[src/rtl/gpio_own_pkg.sv]
package gpio_own_pkg;
  typedef enum logic [1:0] {
    OWN_HOST  = 2'd0,
    OWN_LPC   = 2'd1,
    OWN_COPRO = 2'd2,
    OWN_RSVD  = 2'd3
  } owner_e;

  typedef enum logic [1:0] {
    TGT_SRC_LO = 2'd0,
    TGT_SRC_HI = 2'd1,
    TGT_GATED  = 2'd2,
    TGT_FREE   = 2'd3
  } target_e;
endpackage

[src/rtl/gpio_own_srcreg.sv]
module gpio_own_srcreg #(
  parameter int BANK_W  = 32,
  parameter int GROUP_W = 8
) (
  input  logic              clk,
  input  logic              rst,
  input  logic              we_lo,
  input  logic              we_hi,
  input  logic [BANK_W-1:0] wdata,
  output logic [BANK_W-1:0] src_lo,
  output logic [BANK_W-1:0] src_hi
);
  localparam int NUM_GROUPS = BANK_W / GROUP_W;

  function automatic logic [BANK_W-1:0] sparse_mask();
    logic [BANK_W-1:0] m;
    m = '0;
    for (int g = 0; g < NUM_GROUPS; g++) m[g*GROUP_W] = 1'b1;
    return m;
  endfunction

  localparam logic [BANK_W-1:0] SPARSE = sparse_mask();

  always_ff @(posedge clk) begin
    if (rst) begin
      src_lo <= '0;
      src_hi <= '0;
    end else begin
      if (we_lo) src_lo <= wdata & SPARSE;
      if (we_hi) src_hi <= wdata & SPARSE;
    end
  end
endmodule

[src/rtl/gpio_own_maskgen.sv]
module gpio_own_maskgen #(
  parameter int BANK_W  = 32,
  parameter int GROUP_W = 8,
  parameter int NUM_GROUPS = BANK_W / GROUP_W
) (
  input  logic [NUM_GROUPS-1:0] grp_lo,
  input  logic [NUM_GROUPS-1:0] grp_hi,
  input  logic [1:0]            master,
  output logic [BANK_W-1:0]     mask,
  output logic                  rsvd_any
);
  import gpio_own_pkg::*;

  logic [NUM_GROUPS-1:0] rsvd;

  for (genvar g = 0; g < NUM_GROUPS; g++) begin : g_grp
    logic [1:0] code;
    logic       owned;
    assign code    = {grp_hi[g], grp_lo[g]};
    assign rsvd[g] = (code == OWN_RSVD);
    assign owned   = (code == master) && !rsvd[g];
    assign mask[g*GROUP_W +: GROUP_W] = {GROUP_W{owned}};
  end

  assign rsvd_any = |rsvd;
endmodule

[src/rtl/gpio_own_arbiter.sv]
module gpio_own_arbiter #(
  parameter int BANK_W  = 32,
  parameter int GROUP_W = 8
) (
  input  logic              clk,
  input  logic              rst,
  input  logic              req_valid,
  input  logic [1:0]        req_master,
  input  logic [1:0]        req_target,
  input  logic [BANK_W-1:0] req_wdata,
  output logic [BANK_W-1:0] src_rd0,
  output logic [BANK_W-1:0] src_rd1,
  output logic              mask_vld,
  output logic [BANK_W-1:0] wr_mask,
  output logic              err_reserved
);
  import gpio_own_pkg::*;

  localparam int NUM_GROUPS = BANK_W / GROUP_W;

  logic [BANK_W-1:0]     src_lo, src_hi;
  logic [NUM_GROUPS-1:0] grp_lo, grp_hi;
  logic [BANK_W-1:0]     gated_mask;
  logic                  rsvd_any;
  logic                  we_lo, we_hi;

  assign we_lo = req_valid && (req_target == TGT_SRC_LO);
  assign we_hi = req_valid && (req_target == TGT_SRC_HI);

  gpio_own_srcreg #(.BANK_W(BANK_W), .GROUP_W(GROUP_W)) u_src (
    .clk    (clk),
    .rst    (rst),
    .we_lo  (we_lo),
    .we_hi  (we_hi),
    .wdata  (req_wdata),
    .src_lo (src_lo),
    .src_hi (src_hi)
  );

  for (genvar g = 0; g < NUM_GROUPS; g++) begin : g_pick
    assign grp_lo[g] = src_lo[g*GROUP_W];
    assign grp_hi[g] = src_hi[g*GROUP_W];
  end

  gpio_own_maskgen #(.BANK_W(BANK_W), .GROUP_W(GROUP_W), .NUM_GROUPS(NUM_GROUPS)) u_mask (
    .grp_lo   (grp_lo),
    .grp_hi   (grp_hi),
    .master   (req_master),
    .mask     (gated_mask),
    .rsvd_any (rsvd_any)
  );

  assign src_rd0 = src_lo;
  assign src_rd1 = src_hi;

  always_ff @(posedge clk) begin
    if (rst) begin
      mask_vld     <= 1'b0;
      wr_mask      <= '0;
      err_reserved <= 1'b0;
    end else if (req_valid && req_target == TGT_GATED) begin
      mask_vld     <= 1'b1;
      wr_mask      <= gated_mask;
      err_reserved <= rsvd_any;
    end else if (req_valid && req_target == TGT_FREE) begin
      mask_vld     <= 1'b1;
      wr_mask      <= '1;
      err_reserved <= 1'b0;
    end else begin
      mask_vld     <= 1'b0;
      wr_mask      <= '0;
      err_reserved <= 1'b0;
    end
  end
endmodule

[config.mk]
export PLATFORM = sky130hd
export DESIGN_NAME = gpio_own_arbiter
export DESIGN_NICKNAME = d
export VERILOG_FILES = /design/src/rtl/gpio_own_pkg.sv /design/src/rtl/gpio_own_srcreg.sv /design/src/rtl/gpio_own_maskgen.sv /design/src/rtl/gpio_own_arbiter.sv
export SDC_FILE = /design/constraint.sdc
export NUM_CORES = 1
export LEC_CHECK = 0
export BUFFER_PORTS_ARGS = -buffer_cell sky130_fd_sc_hd__buf_2
export CELL_PAD_IN_SITES_DETAIL_PLACEMENT = 0
export CELL_PAD_IN_SITES_GLOBAL_PLACEMENT = 2
export CORE_ASPECT_RATIO = 1.4
export CORE_MARGIN = 2
export CORE_UTILIZATION = 24
export CTS_CLUSTER_DIAMETER = 150
export DETAILED_ROUTE_END_ITERATION = 10
export PLACE_DENSITY = 0.82
export SYNTH_ARGS = -nofsm -noshare
export SYNTH_HDL_FRONTEND = slang
export SYNTH_HIERARCHICAL = 1
export SYNTH_SLANG_ARGS = --single-unit
[constraint.sdc]
create_clock -name clk -period 2.3 [get_ports clk]
set_clock_uncertainty 0.05 [all_clocks]
set_input_delay 0.23 -clock clk [delete_from_list [all_inputs] [get_ports clk]]
set_output_delay 0.23 -clock clk [all_outputs]
set_load 0.1 [all_outputs]
==> summary by stage <==
Clock network
The number of hold buffers added after CTS is 0. The total clock buffers created by CTS is 5. The total of cells resized after clock tree synthesis is 0. The level count of the clock H-tree is 2. The CTS tree is yes. The clock slew seen by the registers of the worst setup and hold paths is 0.06 ns.

The longest clock path from root to sink contains 2 buffers. Buffers added to address setup during post-CTS repair amount to 0. The clock net in this run drives a total of 42 sinks. The clock latency on the worst-skew pair is roughly 0.28 ns.

The CTS root buffer is clkbuf_16.

Routing
The routed design has 3.49 mm of wire. The count of routing violations after the opening detailed-route iteration is 17. The total via count after detailed routing is 1305.

The final antenna-violating net count is 0. In the final routed layout, each cell accounts on average for 9.47 um. The average via count per standard cell is 3.54. The number of iterations in the first detailed-routing pass is 4.

For this run, design rule violations remaining after detail routing come to 0.

GRT
The met2 track demand over resource in global routing is 0.119. The met1 track demand over resource in global routing is 0.0822. Entering global routing, the biggest net connects 36 pins. The all-layer global routing usage is 0.0726. In the global route stage, met3 resource usage came out at 0.0251. The first global-routing pass estimated 5.42 mm of wire. For this run the aggregate overflow at the end of global routing stands at 0.

The most used routing layer in global routing is met2. The number of global-route vias before repair is between 1k and 1.5k. The initial antenna violation count is 0.

Floorplanning
In this run the standard cell core region covers 8610 sq um. The horizontal die dimension is roughly 83 um. The area enclosed by the die boundary is 9610 sq um.

The number of top-level pins is approximately 140. After floorplanning, the core was divided into 40 placement rows. From bottom edge to top edge, the die measures 115 um. For this configuration, the core starts out at a cell density of 0.246.

Setup path
Counting cells, the worst reg-to-reg path comes to 5. The critical path buffer and inverter count is 1. The destination of the worst register-to-register timing path is wr_mask[9]. The worst setup path is launched from a flip-flop. The arrival time of the worst setup path is 1.15 ns. The endpoint type of the worst setup path is an output port. The critical path in this run is classified as reg2out.

In this run the worst path has a maximum fanout of 5. The largest single stage delay on the critical path is 0.46 ns. The cell with the largest stage delay on the worst path is buf_2.

The family with the most delay on the worst path is buffers and inverters. The required time reported for the critical path endpoint is 2.02 ns. The launch instance of the worst register-to-register path is u_src/src_lo[8]. The slack of the worst reg-to-reg path is 1.04 ns. The signal on the critical path passes through buf_2.

Logic synthesis
Yosys printed 6 warnings. After synthesis, the mean cell area works out to between 8 and 9 sq um. The flop and latch count out of synthesis is 42. The post-synthesis cell type count is 21. The mapped netlist covers 2120 sq um. The portion of the post-synthesis area used by sequential elements is 0.397. The synthesized instance count is 243.

Cells and area
In the layout the commonest cells are 71 x nor2_1, 56 x conb_1, 52 x buf_2. The final cell count without fillers is 369. The fraction of layout instances using a drive strength above 1 is 0.261. For this run, the post-layout net count is 302. From synthesis to final layout, the design area changed by 1.83%. Leaving out fill and tap cells, the most frequent cell in the layout is nor2_1. 0 antenna diodes ended up in the layout.

Timing
For the final routed database, the setup TNS stands at 0 ns. Setup violations remaining at the end of the flow were counted as 0. Setup repair after global routing left no endpoint under its margin. The fraction of the cycle the final worst path needs is 0.623.

The number of pins exceeding their max-slew limit in the final report is 0. The timing-limited maximum frequency is 0.698 GHz. The worst pin sits at a relative slew slack of 0.604. Hold timing on the final database bottoms out at a slack of around 0.15 ns. The time the final worst path needs with I/O delays and setup is 1.43 ns.

The smallest setup slack after layout is roughly 0.87 ns. The transition time at the pin with the least slew margin is 0.594 ns. The count of endpoints failing hold in the final timing report was 0.

Power and ir drop
VDD sags by at most 0.000461 V. For this design the static power due to leakage is 1.11 nW. The power density relative to cell area is 1010 nW/um^2.

Summing internal, switching and leakage power gives 2.18 mW.

Placed design
The count of buffers added on input and output ports is 52. The global placement routability congestion is 0.659. Before CTS, the worst setup slack after placement is 0.744 ns.

In this run, placement finished with an instance count of roughly 360. The HPWL after detailed placement is roughly 2.6 mm.

Run status
The run finished with clean final reports.

Min path
The worst hold path belongs to the class in2reg. The worst hold path cell count is 3. The worst hold path terminates at u_src/src_lo[0]. The critical hold path startpoint is req_wdata[0].

Job
The tool flagged a number of max-cap violations equal to 0.
## worst max path at each step
stage                            end             start  depth (start not counted)
floorplan                wr_mask[10]   u_src/src_hi[8]                          5
global placement     u_src/src_hi[8]     req_target[0]                          4
detailed placement  u_src/src_hi[16]     req_target[0]                          4
CTS                      src_rd0[24]  u_src/src_lo[24]                          1
global route             src_rd1[16]  u_src/src_hi[16]                          1
finish                    src_rd1[0]   u_src/src_hi[0]                          1
## final cells by class
cell class | instances | area, sq um
Inverter | 1 | 3.75
Sequential cell | 42 | 841
Fill cell | 947 | 6450
Multi-Input combinational cell | 156 | 733
Clock inverter | 2 | 12.5
Timing Repair Buffer | 57 | 298
Tap cell | 105 | 131
Clock buffer | 6 | 139
## layer usage
metal | routed length (um) | vias to the layer above
met3 | 382 | 6
met1 | 1470 | 568
met4 | 85 | 0
li1 | - | 640
met2 | 1560 | 91
met5 | 0 | -
## kinds of logic after synthesis
family                    share of synthesized area
AOI/OAI and AO/OA                            0.0236
and+or+nand+nor                               0.169
buffers and inverters                         0.355
xor gates and xnor gates                     0.0165
muxes                                        0.0378
other                                       0.00177
DFF                                           0.397
## synth_stat cells, drive strengths merged
| cell type | number | area, sq um |
|---|---|---|
| a22oi | 2 | 15.0 |
| and3b | 1 | 10.0 |
| buf | 97 | 738 |
| clkbuf | 2 | 10.0 |
| conb | 1 | 3.75 |
| dfxtp | 42 | 841 |
| inv | 1 | 3.75 |
| mux2i | 8 | 80.1 |
| nand2 | 1 | 3.75 |
| nand2b | 3 | 21.3 |
| nand3b | 1 | 20.0 |
| nor2 | 72 | 273 |
| nor3b | 2 | 15.0 |
| o32ai | 4 | 35.0 |
| or2b | 2 | 15.0 |
| xor2 | 4 | 35.0 |
## metrics by stage
step,instance area (sq um),utilization
6_report,2160,0.251
3_5_place_dp,2010,0.233
3_3_place_gp,2010,0.233
4_1_cts,2160,0.251
2_1_floorplan,2330,-
5_1_grt,2160,0.251
## sequential cells by signal, indices dropped and copies added (netlist names)
register / flops
err_reserved: 1
mask_vld: 1
u_src/src_hi: 4
u_src/src_lo: 4
wr_mask: 32
## where the power goes
group | leakage (nW) | internal [mW] | switching (mW) | total [mW]
clock network | 0.0729 | 0.429 | 0.282 | 0.711
registers | 0.342 | 0.752 | 0.00987 | 0.762
logic | 0.698 | 0.0602 | 0.650 | 0.710
total | 1.11 | 1.24 | 0.941 | 2.18
Note: power is estimated with default switching activity, not from simulation.
